## src/rtl/tap_pkg.sv

```systemverilog
package tap_pkg;

    typedef enum logic [1:0] {
        ACC_IDLE  = 2'd0,
        ACC_GRANT = 2'd1,
        ACC_DENY  = 2'd2
    } acc_state_e;

    localparam int DEF_ADDR_W      = 21;
    localparam int DEF_DATA_W      = 8;
    localparam int DEF_BLOCK_SHIFT = 14;
    localparam int DEF_NUM_BLOCKS  = 4;
    localparam int DEF_BOOT_SIZE   = 512;

endpackage

```

## src/rtl/tap_region_decode.sv

```systemverilog
module tap_region_decode #(
    parameter int ADDR_W      = tap_pkg::DEF_ADDR_W,
    parameter int BLOCK_SHIFT = tap_pkg::DEF_BLOCK_SHIFT,
    parameter int NUM_BLOCKS  = tap_pkg::DEF_NUM_BLOCKS,
    parameter int BOOT_SIZE   = tap_pkg::DEF_BOOT_SIZE,
    parameter int IDX_W       = $clog2(NUM_BLOCKS + 1)
) (
    input  logic [ADDR_W-1:0] addr,
    output logic [IDX_W-1:0]  idx,
    output logic              guarded
);
    localparam logic [ADDR_W:0] END_A  = (ADDR_W+1)'(NUM_BLOCKS) << BLOCK_SHIFT;
    localparam logic [ADDR_W:0] BOOT_A = (ADDR_W+1)'(BOOT_SIZE);

    logic [ADDR_W:0]   wide;
    logic [ADDR_W-1:0] shifted;

    assign wide    = {1'b0, addr};
    assign shifted = addr >> BLOCK_SHIFT;

    always_comb begin
        guarded = (wide < END_A);
        if (wide < BOOT_A) begin
            idx = IDX_W'(NUM_BLOCKS);
        end else begin
            idx = shifted[IDX_W-1:0];
        end
    end
endmodule

```

## src/rtl/tap_prot_regs.sv

```systemverilog
module tap_prot_regs #(
    parameter int NREG = tap_pkg::DEF_NUM_BLOCKS + 1,
    parameter int IDX_W = $clog2(NREG),
    parameter logic [NREG-1:0] WRT_INIT = '1,
    parameter logic [NREG-1:0] RDP_INIT = '1,
    parameter logic [NREG-1:0] CP_INIT  = '1
) (
    input  logic            clk,
    input  logic            rst_n,
    input  logic            cfg_wr_en,
    input  logic [NREG-1:0] cfg_wrt_keep,
    input  logic [NREG-1:0] cfg_rdp_keep,
    input  logic [NREG-1:0] cfg_cp_keep,
    input  logic            erase_all,
    input  logic            erase_blk_en,
    input  logic [IDX_W-1:0] erase_blk_idx,
    output logic [NREG-1:0] wrt_q,
    output logic [NREG-1:0] rdp_q,
    output logic [NREG-1:0] cp_q
);
    genvar g;
    generate
        for (g = 0; g < NREG; g++) begin : g_flag
            logic restore;
            assign restore = erase_all ||
                             (erase_blk_en && (erase_blk_idx == IDX_W'(g)));

            always_ff @(posedge clk or negedge rst_n) begin
                if (!rst_n) begin
                    wrt_q[g] <= WRT_INIT[g];
                    rdp_q[g] <= RDP_INIT[g];
                    cp_q[g]  <= CP_INIT[g];
                end else if (restore) begin
                    wrt_q[g] <= 1'b1;
                    rdp_q[g] <= 1'b1;
                    cp_q[g]  <= 1'b1;
                end else if (cfg_wr_en) begin
                    wrt_q[g] <= wrt_q[g] & cfg_wrt_keep[g];
                    rdp_q[g] <= rdp_q[g] & cfg_rdp_keep[g];
                    cp_q[g]  <= cp_q[g]  & cfg_cp_keep[g];
                end
            end
        end
    endgenerate

    // without an erase, no flag ever rises
    p_only_clear_r7: assert property (@(posedge clk) disable iff (!rst_n)
        (!erase_all && !erase_blk_en) |=>
            (((wrt_q & ~$past(wrt_q)) == '0) &&
             ((rdp_q & ~$past(rdp_q)) == '0) &&
             ((cp_q  & ~$past(cp_q))  == '0)));

    // full erase opens everything
    p_erase_all_r8: assert property (@(posedge clk) disable iff (!rst_n)
        erase_all |=> ((&wrt_q) && (&rdp_q) && (&cp_q)));

    // block erase opens the selected region
    p_blk_erase_r8: assert property (@(posedge clk) disable iff (!rst_n)
        (erase_blk_en && (erase_blk_idx < IDX_W'(NREG))) |=>
            (wrt_q[$past(erase_blk_idx)] && rdp_q[$past(erase_blk_idx)]
             && cp_q[$past(erase_blk_idx)]));
endmodule

```

## src/rtl/tap_access_fsm.sv

```systemverilog
module tap_access_fsm
    import tap_pkg::*;
#(
    parameter int ADDR_W = tap_pkg::DEF_ADDR_W,
    parameter int DATA_W = tap_pkg::DEF_DATA_W
) (
    input  logic              clk,
    input  logic              rst_n,
    input  logic              tbl_wr,
    input  logic              wr_ok,
    input  logic [ADDR_W-1:0] tbl_addr,
    input  logic [DATA_W-1:0] tbl_wr_data,
    output logic              mem_wr_en,
    output logic [ADDR_W-1:0] mem_wr_addr,
    output logic [DATA_W-1:0] mem_wr_data,
    output logic              wr_blocked
);
    acc_state_e state_q, state_d;
    logic [ADDR_W-1:0] addr_q;
    logic [DATA_W-1:0] data_q;

    always_ff @(posedge clk or negedge rst_n) begin
        if (!rst_n) begin
            state_q <= ACC_IDLE;
        end else begin
            state_q <= state_d;
        end
    end

    always_ff @(posedge clk or negedge rst_n) begin
        if (!rst_n) begin
            addr_q <= '0;
            data_q <= '0;
        end else if (tbl_wr) begin
            addr_q <= tbl_addr;
            data_q <= tbl_wr_data;
        end
    end

    always_comb begin
        state_d = ACC_IDLE;
        unique case (state_q)
            ACC_IDLE, ACC_GRANT, ACC_DENY: begin
                if (tbl_wr) begin
                    state_d = wr_ok ? ACC_GRANT : ACC_DENY;
                end else begin
                    state_d = ACC_IDLE;
                end
            end
            default: state_d = ACC_IDLE;
        endcase
    end

    always_comb begin
        mem_wr_en   = 1'b0;
        wr_blocked  = 1'b0;
        mem_wr_addr = addr_q;
        mem_wr_data = data_q;
        unique case (state_q)
            ACC_IDLE:  ;
            ACC_GRANT: mem_wr_en  = 1'b1;
            ACC_DENY:  wr_blocked = 1'b1;
            default:   ;
        endcase
    end

    // a refused write never strobes memory
    p_no_dual_r2: assert property (@(posedge clk) disable iff (!rst_n)
        !(mem_wr_en && wr_blocked));

    // a blocked pulse always answers a request one cycle earlier
    p_deny_after_req_r2: assert property (@(posedge clk) disable iff (!rst_n)
        wr_blocked |-> $past(tbl_wr));

    // a strobe always answers a request one cycle earlier
    p_grant_after_req_r3: assert property (@(posedge clk) disable iff (!rst_n)
        mem_wr_en |-> $past(tbl_wr));
endmodule

```

## src/rtl/tap_guard.sv

```systemverilog
module tap_guard #(
    parameter int ADDR_W      = tap_pkg::DEF_ADDR_W,
    parameter int DATA_W      = tap_pkg::DEF_DATA_W,
    parameter int BLOCK_SHIFT = tap_pkg::DEF_BLOCK_SHIFT,
    parameter int NUM_BLOCKS  = tap_pkg::DEF_NUM_BLOCKS,
    parameter int BOOT_SIZE   = tap_pkg::DEF_BOOT_SIZE,
    parameter int NREG        = NUM_BLOCKS + 1,
    parameter int IDX_W       = $clog2(NUM_BLOCKS + 1),
    parameter logic [NUM_BLOCKS:0] WRT_INIT = '1,
    parameter logic [NUM_BLOCKS:0] RDP_INIT = '1,
    parameter logic [NUM_BLOCKS:0] CP_INIT  = '1
) (
    input  logic              clk,
    input  logic              rst_n,
    input  logic [ADDR_W-1:0] tbl_addr,
    input  logic [ADDR_W-1:0] pc_addr,
    input  logic              tbl_rd,
    input  logic              tbl_wr,
    input  logic [DATA_W-1:0] tbl_wr_data,
    input  logic [DATA_W-1:0] mem_rd_data,
    output logic [DATA_W-1:0] rd_data,
    output logic              rd_denied,
    output logic              mem_wr_en,
    output logic [ADDR_W-1:0] mem_wr_addr,
    output logic [DATA_W-1:0] mem_wr_data,
    output logic              wr_blocked,
    input  logic              cfg_wr_en,
    input  logic [NREG-1:0]   cfg_wrt_keep,
    input  logic [NREG-1:0]   cfg_rdp_keep,
    input  logic [NREG-1:0]   cfg_cp_keep,
    input  logic              erase_all,
    input  logic              erase_blk_en,
    input  logic [IDX_W-1:0]  erase_blk_idx,
    input  logic [ADDR_W-1:0] ext_addr,
    output logic              ext_ok
);
    localparam int N_DEC  = 3;
    localparam int D_TGT  = 0;
    localparam int D_PC   = 1;
    localparam int D_EXT  = 2;

    logic [ADDR_W-1:0] dec_addr  [N_DEC];
    logic [IDX_W-1:0]  dec_idx   [N_DEC];
    logic              dec_guard [N_DEC];

    assign dec_addr[D_TGT] = tbl_addr;
    assign dec_addr[D_PC]  = pc_addr;
    assign dec_addr[D_EXT] = ext_addr;

    genvar d;
    generate
        for (d = 0; d < N_DEC; d++) begin : g_dec
            tap_region_decode #(
                .ADDR_W      (ADDR_W),
                .BLOCK_SHIFT (BLOCK_SHIFT),
                .NUM_BLOCKS  (NUM_BLOCKS),
                .BOOT_SIZE   (BOOT_SIZE),
                .IDX_W       (IDX_W)
            ) u_dec (
                .addr    (dec_addr[d]),
                .idx     (dec_idx[d]),
                .guarded (dec_guard[d])
            );
        end
    endgenerate

    logic [NREG-1:0] wrt_q, rdp_q, cp_q;

    tap_prot_regs #(
        .NREG     (NREG),
        .IDX_W    (IDX_W),
        .WRT_INIT (WRT_INIT),
        .RDP_INIT (RDP_INIT),
        .CP_INIT  (CP_INIT)
    ) u_regs (
        .clk           (clk),
        .rst_n         (rst_n),
        .cfg_wr_en     (cfg_wr_en),
        .cfg_wrt_keep  (cfg_wrt_keep),
        .cfg_rdp_keep  (cfg_rdp_keep),
        .cfg_cp_keep   (cfg_cp_keep),
        .erase_all     (erase_all),
        .erase_blk_en  (erase_blk_en),
        .erase_blk_idx (erase_blk_idx),
        .wrt_q         (wrt_q),
        .rdp_q         (rdp_q),
        .cp_q          (cp_q)
    );

    logic wr_ok, rd_ok, same_region;

    always_comb begin
        same_region = dec_guard[D_PC] && (dec_idx[D_PC] == dec_idx[D_TGT]);
        wr_ok  = !dec_guard[D_TGT] || wrt_q[dec_idx[D_TGT]];
        rd_ok  = !dec_guard[D_TGT] || rdp_q[dec_idx[D_TGT]] || same_region;
        ext_ok = !dec_guard[D_EXT] || cp_q[dec_idx[D_EXT]];
        rd_denied = tbl_rd && !rd_ok;
        rd_data   = rd_denied ? '0 : mem_rd_data;
    end

    tap_access_fsm #(
        .ADDR_W (ADDR_W),
        .DATA_W (DATA_W)
    ) u_fsm (
        .clk         (clk),
        .rst_n       (rst_n),
        .tbl_wr      (tbl_wr),
        .wr_ok       (wr_ok),
        .tbl_addr    (tbl_addr),
        .tbl_wr_data (tbl_wr_data),
        .mem_wr_en   (mem_wr_en),
        .mem_wr_addr (mem_wr_addr),
        .mem_wr_data (mem_wr_data),
        .wr_blocked  (wr_blocked)
    );

    // a denied read presents zeros
    p_mask_zero_r4: assert property (@(posedge clk) disable iff (!rst_n)
        rd_denied |-> (rd_data == '0));

    // an instruction inside the target region is never refused
    p_own_region_r4: assert property (@(posedge clk) disable iff (!rst_n)
        (tbl_rd && dec_guard[D_TGT] && dec_guard[D_PC] &&
         (dec_idx[D_PC] == dec_idx[D_TGT])) |-> !rd_denied);

    // space beyond the blocks is always readable
    p_open_space_r6: assert property (@(posedge clk) disable iff (!rst_n)
        (tbl_rd && !dec_guard[D_TGT]) |-> !rd_denied);
endmodule

```

## config.mk

```make
export PLATFORM = sky130hd
export DESIGN_NAME = tap_guard
export DESIGN_NICKNAME = d
export VERILOG_FILES = /design/src/rtl/tap_pkg.sv /design/src/rtl/tap_region_decode.sv /design/src/rtl/tap_prot_regs.sv /design/src/rtl/tap_access_fsm.sv /design/src/rtl/tap_guard.sv
export SDC_FILE = /design/constraint.sdc
export NUM_CORES = 1
export LEC_CHECK = 0
export BUFFER_PORTS_ARGS = -buffer_cell sky130_fd_sc_hd__buf_2
export CAP_MARGIN = 20
export CORE_MARGIN = 5
export CORE_UTILIZATION = 41
export CTS_CLUSTER_DIAMETER = 50
export DETAILED_ROUTE_END_ITERATION = 16
export GPL_TIMING_DRIVEN = 1
export HOLD_SLACK_MARGIN = 0.06
export PLACE_DENSITY = 0.89
export SYNTH_ARGS = -nofsm -noshare
export SYNTH_HDL_FRONTEND = slang
export SYNTH_SLANG_ARGS = --single-unit
```

## constraint.sdc

```tcl
create_clock -name clk -period 2.03 [get_ports clk]
set_input_delay 0.203 -clock clk [delete_from_list [all_inputs] [get_ports clk]]
set_output_delay 0.203 -clock clk [all_outputs]
set_load 0.005 [all_outputs]
```

# After elaboration in Yosys (flattened, before gate mapping)
# Index checks and enable logic that the tools add are counted.
# Widths: inputs -> output; s select.
dict set report totals {
  reg_bits 46
  input_bits 104
}
dict set report op_classes {
  n_lt_le_gt_ge 8
  eq_ne 7
  n_mux 45
  bitwise 15
  n_reduce_logical 27
}
# op n
set ops {}
lappend ops {{$lt 21x10->1 const B} 3}
lappend ops {{$lt 21x17->1 const B} 3}
lappend ops {{$mux 1} 35}
lappend ops {{$and 1x1->1} 15}
lappend ops {{$reduce_bool 2->1} 5}
lappend ops {{$bmux 1 s3} 3}
lappend ops {{$logic_or 1x1->1} 9}
lappend ops {{$mux 3} 3}
lappend ops {{$lt 3x4->1 const B} 2}
lappend ops {{$mux 8} 1}
lappend ops {{$logic_and 1x1->1} 7}
lappend ops {{$eq 3x2->1 const B} 2}
lappend ops {{$mux 2} 3}
lappend ops {{$eq 3x1->1 const B} 1}
lappend ops {{$eq 3x3->1} 1}
lappend ops {{$eq 3x3->1 const B} 1}
lappend ops {{$logic_not 1->1} 3}
lappend ops {{$logic_not 3->1} 1}
lappend ops {{$reduce_or 3->1} 1}
lappend ops {{$eq 2x1->1 const B} 1}
lappend ops {{$eq 2x2->1 const B} 1}
lappend ops {{$logic_not 2->1} 1}

# Logic depth before layout (Yosys ltp)
# Gate-level depths: netlist of run 1.
dict set report logic_depth {
  word_depth 9
  depth_mapped 5
  ltp_nobuf 4
}

# Hierarchy
# Synthesis of run 1 repeated with hierarchy kept, for this count alone.
dict set report hier_totals {
  cells_unflattened 187
  area_unflattened_um2 2346.0
}
# module instances cells_each area_each_um2
set modules_own_cells {}
lappend modules_own_cells {tap_access_fsm 1 69 1173.6}
lappend modules_own_cells {tap_prot_regs 1 56 708.2}
lappend modules_own_cells {tap_guard 1 38 295.3}
lappend modules_own_cells {tap_region_decode 3 8 56.3}

# Worst setup path before layout of run 1
# No wires, ideal clock.
dict set report synth_timing {
  path_kind {register -> output}
  start {register u_regs.rdp_q[3]}
  end {output port rd_denied}
  t_arrival_ns 1.563
  required_time_ns 1.827
  setup_slack_ns 0.264
  path_stages_with_launch 5
  cell_sequence {dfstp_2 -> mux4_2 -> a21boi_4 -> a311oi_4 -> and3_1}
}
dict set report synth_via {
  elab_chain_cells 6
}
# element line_no
set synth_rtl {}
lappend synth_rtl {{start, declared} tap_prot_regs.sv:18} ;# output logic [NREG-1:0] rdp_q,
lappend synth_rtl {{start signal, assigned by index} tap_prot_regs.sv:31} ;# rdp_q[g] <= RDP_INIT[g];
lappend synth_rtl {{start signal, assigned by index} tap_prot_regs.sv:39} ;# rdp_q[g] <= rdp_q[g] & cfg_rdp_keep[g];
lappend synth_rtl {{$bmux 1 s3} tap_guard.sv:95} ;# rd_ok = !dec_guard[D_TGT] || rdp_q[dec_idx[D_TGT]] || same_region;
lappend synth_rtl {{$mux 1 (not written as such)} tap_guard.sv:95}
lappend synth_rtl {{$logic_or 1x1->1 (2 in series)} tap_guard.sv:95}
lappend synth_rtl {{$logic_not 1->1} tap_guard.sv:97} ;# rd_denied = tbl_rd && !rd_ok;
lappend synth_rtl {{$logic_and 1x1->1} tap_guard.sv:97}
lappend synth_rtl {{end, declared} tap_guard.sv:22} ;# output logic rd_denied,
# Every way passes these cells. The select of a mux whose other input is x is not followed.

# Worst setup path after layout of run 1
# Ends and elaborated chain as after synthesis.

==> impl_metrics.py, run 1 <==
metrics = {
    "outcome": {
        "status": "finished with violations",
        "violations": "setup timing",
    },
    "cells_and_area": {
        "diodes": 0,
        "nFillCells": 456,
        "drive_gt1_share_pct": 62.3,
        "instances_no_fill": 383,
        "finalNetCount": 416,
        "final_common_cell": "buf_2",
        "syn2layout_area_growth_pct": 39.5,
        "final_cell_mix": "126 x buf_2, 31 x dfrtp_1, 30 x mux2_2, 19 x nand2_1",
    },
    "drt": {
        "antenna_left": 0,
        "drc": 0,
        "vias": 1874,
        "drt_iter0_drc": 27,
        "wl_um": 5370,
        "wl_per_cell_um": 14.0,
        "dr.pass1.iters": 4,
        "via_per_inst": 4.89,
    },
    "place": {
        "port_buffers": 126,
        "place_inst": 373,
        "place.gp.congestion": 0.792,
        "hpwl_um": 4380,
    },
    "timing": {
        "finalMaxSlewViolations": 0,
        "fin_crit_ns": 2.14,
        "finalClockSkew_ns": 0.00272,
        "relSlewSlack_pct": 48.7,
        "period_share_pct": 106,
        "rsz0062_at_grt": "yes",
        "worst_slack_ns": -0.114,
        "setup_tns_ns": -0.799,
        "finalHoldViolations": 0,
        "tightest_slew_ns": 0.770,
        "setup_viol": 9,
        "fmax_mhz": 466,
    },
    "setup_path": {
        "crit_path_max_incr_delay_ns": 0.47,
        "start_kind": "register",
        "crit_family": "multiplexers",
        "startpoint": "u_regs.rdp_q[3]$_DFFE_PN1P_",
        "crit_buf_inv": 2,
        "worst-setup-path-type": "reg -> out",
        "cp_data_required_time_ns": 1.83,
        "worstPathArrival_ns": 1.94,
        "endpoint_kind": "output pin",
        "cp_cell_sequence": "mux4_2 -> a21boi_4 -> a311oi_4 -> buf_6 -> and3_1 -> buf_2",
        "crit_slowest_cell": "mux4_2",
        "cp_max_fo": 9,
        "r2r_start": "u_regs.wrt_q[3]$_DFFE_PN1P_",
    },
    "synthesis": {
        "synth_edf_count": 0,
        "ys.flop_type": "dfrtp_1",
        "ys_seq_elements": 46,
        "synth_cell_types": 35,
        "netlist_instances": 176,
        "yosysSeqAreaShare_pct": 54.6,
        "async_flop_share_pct": 100,
        "syn_area_per_cell_um2": 12.2,
        "syn_nets": 280,
        "syn-cell-area_um2": 2140,
        "synth_warnings": 0,
    },
    "power": {
        "cellPowerDensity_nw_per_um2": 653,
        "p_leak_nw": 1.46,
        "vdd_drop_max_mv": 0.388,
    },
    "cts": {
        "cts_buffers": 5,
        "cts.sinks": 46,
        "h-tree-depth": 2,
        "cts_tree": "built",
        "cts_buffer_depth": 2,
        "path_clk_slew_ns": 0.08,
        "clkLatencyLatePin_ns": 0.29,
        "root_buffer": "clkbuf_8",
    },
    "global_route": {
        "grt_max_degree": 36,
        "grt_pass1_wl_um": 8340,
        "grt.total_usage_pct": 16.2,
        "overflow": 0,
        "antenna_found_initial": 0,
        "grt_pass1_vias": 1874,
    },
    "floorplan": {
        "io_pins": 145,
        "die_h_um": 82.3,
        "start_util_pct": 42.2,
        "coreArea_um2": 5070,
        "rows": 26,
        "dieArea_um2": 6770,
        "die_w_um": 82.3,
    },
    "min_path": {
        "min_from": "cfg_wrt_keep[3]",
        "hp-class": "in -> reg",
    },
    "job": {
        "maxCapViolations": 0,
    },
}
-- flip-flops by register name, indices dropped and copies added (netlist names) --
register / count
u_regs.cp_q: 5
u_fsm.mem_wr_addr: 21
u_fsm.state_q: 2
u_regs.wrt_q: 5
u_fsm.mem_wr_data: 8
u_regs.rdp_q: 5
-- worst paths after layout --
kind / end / slack [ns] / cells after the start
max: rd_denied / -0.11 / 6
min in group asynchronous: u_fsm.mem_wr_addr[1]$_DFFE_PN0P_ / 0.53 / 2
max reg2reg: u_fsm.state_q[1]$_DFF_PN0_ / 0.51 / 4
max in group asynchronous: u_fsm.mem_wr_addr[16]$_DFFE_PN0P_ / 0.84 / 3
min reg2reg: u_regs.rdp_q[4]$_DFFE_PN1P_ / 0.49 / 2
min: u_regs.wrt_q[3]$_DFFE_PN1P_ / 0.13 / 3
-- per-layer routing --
metal / track usage, % / up-vias / share of wire, %
li1: - / 903 / -
met1: 18.6 / 916 / 38
met2: 29.8 / 51 / 55
met3: 4.01 / 4 / 6.0
met4: 3.99 / 0 / 0.43
met5: 0 / - / 0
-- report_power, final --
part           internal [mW]  switching [mW]  total, mW
Clock                  0.243           0.302      0.545
Combinational          0.198           0.159      0.357
Sequential              1.01          0.0372       1.05
-- kinds of logic after synthesis --
kind of cell / count (synthesis) / share of synthesized area [%]
buffers and inverters: 16 / 3.16
flip-flops: 46 / 54.6
AND/OR/NAND/NOR: 42 / 11.2
AO/OA/AOI/OAI: 38 / 12.3
XOR/XNOR: 2 / 0.818
multiplexers: 32 / 17.9
-- synthesized netlist by cell type (all sizes together) (2+ instances only) --
cell / count / share of area, %
mux4: 2 / 2.1
clkbuf: 4 / 0.70
nor2: 4 / 0.70
mux2: 30 / 16
a31oi: 13 / 3.8
a21boi: 2 / 1.2
nor2b: 5 / 1.5
xor2: 2 / 0.82
nor3: 3 / 0.94
nand2: 19 / 3.3
or4: 2 / 0.88
dfstp: 15 / 18
a311oi: 2 / 1.6
nor4: 4 / 2.2
o21ai: 15 / 3.5
inv: 11 / 1.9
dfrtp: 31 / 36
-- layout make-up --
cell class	count	area [um^2]	share of cell area [%]
timing repair buffer	134	697	23.3
inverter	11	41.3	1.38
multi-input combinational	114	903	30.3
tap	70	87.6	2.93
sequential	46	1170	39.2
clock buffer	6	72.6	2.43
clock inverter	2	13.8	0.461
-- worst register-to-register path: stages (launching register included) --
cell and delay [ns]:
dfstp_2 0.38, mux4_2 0.47, a21boi_0 0.14, a311oi_1 0.29, nor2b_1 0.18
-- repair_timing --
item | CTS | global route
setup buffers | 1 | 0
setup endpoints to repair | 9 | 9
gates resized for setup | 1 | 0
hold endpoints to repair | 19 | 0
hold buffers | 1 | 0
pin swaps | 1 | 0
-- metrics by stage --
stage          setup slack, ns  util [%]  cell area (um^2)  total power [mW]  hold WS (ns)
4_1_cts                 -0.119      58.8              2990              1.98         0.123
5_1_grt                 -0.178      58.8              2990              2.07         0.118
3_3_place_gp            0.0229      56.7              2880              1.41         0.310
3_5_place_dp           -0.0220      56.7              2880              1.43         0.315
2_1_floorplan            0.264         -              2140              1.22       -0.0926
6_report                -0.114      58.8              2990              1.95         0.130
No activity file was read; power rests on OpenSTA's default activity.
==> run 2: changes to the inputs <==
- CORE_UTILIZATION: 41 -> 43
- PLACE_DENSITY: 0.89 -> 0.77
- SYNTH_HIERARCHICAL: unset -> 1
- TNS_END_PERCENT: unset -> 30
==> run 2 against run 1 <==
  * The run still ends with setup timing left
  * Synthesized cell count is 6.3% higher
  * Critical endpoint unchanged
  * Largest power group unchanged
  * Critical path depth rose by 2
  * Area after synthesis up 9.6%
  * Clock skew rose by 0.0027 ns
  * Maximum frequency down 6.7%
  * Power up 8.5%
  * First-iteration DRC count up 37%
  * Wire length up 9.5%
  * Via count is 5.3% higher
==> impl_metrics.py, run 2 <==
metrics = {
    "synthesis": {
        "async_flop_share_pct": 100,
        "synth_commonest_cells": "31 x dfrtp_1, 29 x mux2_2, 16 x inv_1",
        "synth_area_leaders": "dfrtp_1 33%, dfstp_2 17%, mux2_2 14%",
        "synth_edf_count": 0,
        "yosysSeqAreaShare_pct": 49.9,
        "netlist_instances": 187,
        "synth_warnings": 6,
        "syn_nets": 291,
        "syn_area_per_cell_um2": 12.5,
        "synth_cell_types": 34,
        "yosysTopAreaCell": "dfrtp_1",
        "synth_top_area_share_pct": 33.1,
        "ys.flop_type": "dfrtp_1",
        "ys_seq_elements": 46,
        "syn-cell-area_um2": 2350,
        "yosysMostFrequentCell": "dfrtp_1",
    },
    "timing": {
        "tightest_slew_ns": 0.664,
        "rsz0062_at_grt": "yes",
        "finalClockSkew_ns": 0.00539,
        "relSlewSlack_pct": 55.7,
        "finalHoldViolations": 0,
        "setup_viol": 9,
        "fmax_mhz": 435,
        "fin_crit_ns": 2.30,
        "setup_tns_ns": -2.23,
        "finalMaxSlewViolations": 0,
        "worst_slack_ns": -0.268,
        "period_share_pct": 113,
    },
    "floorplan": {
        "die_h_um": 83.9,
        "start_util_pct": 45.1,
        "coreArea_um2": 5200,
        "io_pins": 145,
        "die_w_um": 83.9,
        "rows": 26,
        "dieArea_um2": 7030,
    },
    "cells_and_area": {
        "largest_reg_flops": 21,
        "syn2layout_area_growth_pct": 37.8,
        "final_cell_mix": "124 x buf_2, 31 x dfrtp_1, 29 x mux2_2, 15 x inv_1, 15 x dfstp_2",
        "final_common_cell": "buf_2",
        "final_area_um2": 3230,
        "finalNetCount": 424,
        "diodes": 0,
        "drive_gt1_share_pct": 64.2,
    },
    "power": {
        "internal-power_mw": 1.60,
        "power_frac_seq_pct": 49.6,
        "cellPowerDensity_nw_per_um2": 654,
        "total_power_mw": 2.11,
        "switchingPower_mw": 0.513,
        "pwr-share-comb_pct": 18.7,
        "p_leak_nw": 1.59,
        "p_sw_share_pct": 24.3,
        "vdd_drop_max_mv": 0.541,
        "p_clk_share_pct": 31.7,
    },
    "place": {
        "place_area_um2": 3060,
        "port_buffers": 126,
        "hpwl_um": 4790,
        "place.gp.congestion": 0.827,
    },
    "setup_path": {
        "r2r_slack_ns": 0.60,
        "cp_data_required_time_ns": 1.83,
        "endpoint_kind": "output pin",
        "worst-setup-path-type": "in -> out",
        "start_kind": "primary input",
        "cp_max_fo": 9,
        "crit_buf_inv": 4,
        "crit_slowest_cell": "or4_4",
        "cpMostUsedCell": "buf_6",
        "crit_family": "compound AO/OA/AOI/OAI gates",
        "cp_cell_sequence": "buf_6 -> or4_4 -> o41ai_4 -> inv_2 -> a311oi_4 -> buf_6 -> and3_1 -> buf_2",
        "worstPathArrival_ns": 2.10,
        "cp.depth": 8,
        "r2r_cells": 5,
        "crit_path_max_incr_delay_ns": 0.54,
    },
    "drt": {
        "wl_um": 5880,
        "dr.pass1.iters": 4,
        "via_per_inst": 5.05,
        "antenna_left": 0,
        "drt_iter0_drc": 37,
        "drc": 0,
        "vias": 1973,
        "wl_per_cell_um": 15.0,
    },
    "cts": {
        "cts_tree": "built",
        "clkLatencyLatePin_ns": 0.29,
        "path_clk_slew_ns": 0.09,
        "h-tree-depth": 2,
        "cts_buffers": 5,
        "cts_buffer_depth": 2,
        "cts.sinks": 46,
        "root_buffer": "clkbuf_8",
    },
    "min_path": {
        "hp-class": "in -> reg",
        "hold_depth": 2,
    },
    "global_route": {
        "overflow": 0,
        "grt_pass1_wl_um": 9550,
        "antenna_found_initial": 0,
        "grt_pass1_vias": 2129,
        "grt_max_degree": 32,
        "grt.total_usage_pct": 16.5,
    },
    "outcome": {
        "violations": "setup timing",
        "status": "finished with violations",
    },
    "job": {
        "maxCapViolations": 0,
    },
}
[run 2: changes by cell type after synthesis, moves of 4 or more]
cell,before,now
buf_6,1,5
or3_1,0,4
a211o_1,0,12
nand2_1,19,5
nand2b_1,1,13
inv_1,11,16
a31oi_1,13,8
o21ai_0,15,0
[run 2: metrics by stage]
stage | utilization (%) | setup WS [ns] | hold slack, ns | std cells
floorplan | - | -0.0707 | -0.0926 | 187
global placement | 58.8 | -0.358 | 0.172 | 380
detailed placement | 58.8 | -0.417 | 0.180 | 380
CTS | 61.8 | -0.293 | 0.119 | 391
global route | 62.1 | -0.360 | 0.122 | 391
finish | 62.1 | -0.268 | 0.131 | 391
[run 2: final timing paths]
check | to | startpoint
setup / recovery | rd_denied | tbl_addr[15]
hold / removal | u_fsm/mem_wr_data[6]$_DFFE_PN0P_ | tbl_wr_data[6]
setup reg to reg | u_fsm/state_q[1]$_DFF_PN0_ | u_regs/wrt_q[1]$_DFFE_PN1P_
hold reg to reg | u_fsm/mem_wr_addr[17]$_DFFE_PN0P_ | u_fsm/mem_wr_addr[17]$_DFFE_PN0P_
max in group asynchronous | u_regs/rdp_q[2]$_DFFE_PN1P_ | rst_n
min in group asynchronous | u_fsm/mem_wr_addr[13]$_DFFE_PN0P_ | rst_n
[run 2: logic make-up after synthesis]
family                 synth area share [%]
flip-flops                             49.9
AND/OR/NAND/NOR                        13.2
multiplexers                           17.1
AO/OA/AOI/OAI                          12.3
buffers and inverters                  6.45
XOR/XNOR                               1.12
[run 2: timing repair]
| item | in CTS | in global routing |
|---|---|---|
| resized for setup | 4 | 4 |
| endpoints found under the hold margin | 19 | 0 |
| pin swaps | 3 | 2 |
| setup endpoints to repair | 9 | 10 |
| hold buffers | 1 | 0 |
| buffers inserted | 2 | 0 |
[run 2: power by group through the flow]
| stage | clock network, mW | registers [mW] | logic, mW |
|---|---|---|---|
| finish | 0.670 | 1.05 | 0.395 |
| global route | 0.728 | 1.06 | 0.435 |
| floorplan | 0 | 1.07 | 0.178 |
| detailed placement | 0 | 1.07 | 0.391 |
| global placement | 0 | 1.06 | 0.379 |
| CTS | 0.694 | 1.05 | 0.397 |
[run 2: layer usage]
| layer | vias up | wire [um] | track usage (%) |
|---|---|---|---|
| li1 | 942 | - | - |
| met1 | 950 | 2240 | 18.6 |
| met2 | 72 | 3080 | 29.3 |
| met3 | 9 | 449 | 4.74 |
| met4 | 0 | 107 | 6.43 |
| met5 | - | 0 | 0 |
[run 2: cell type report]
| class | instances | area [um^2] |
|---|---|---|
| clock buffer | 5 | 68.8 |
| clock inverter | 3 | 45.0 |
| fill | 460 | 1970 |
| inverter | 17 | 63.8 |
| multi-input combinational | 111 | 1050 |
| sequential | 46 | 1170 |
| tap | 70 | 87.6 |
| timing repair buffer | 139 | 751 |
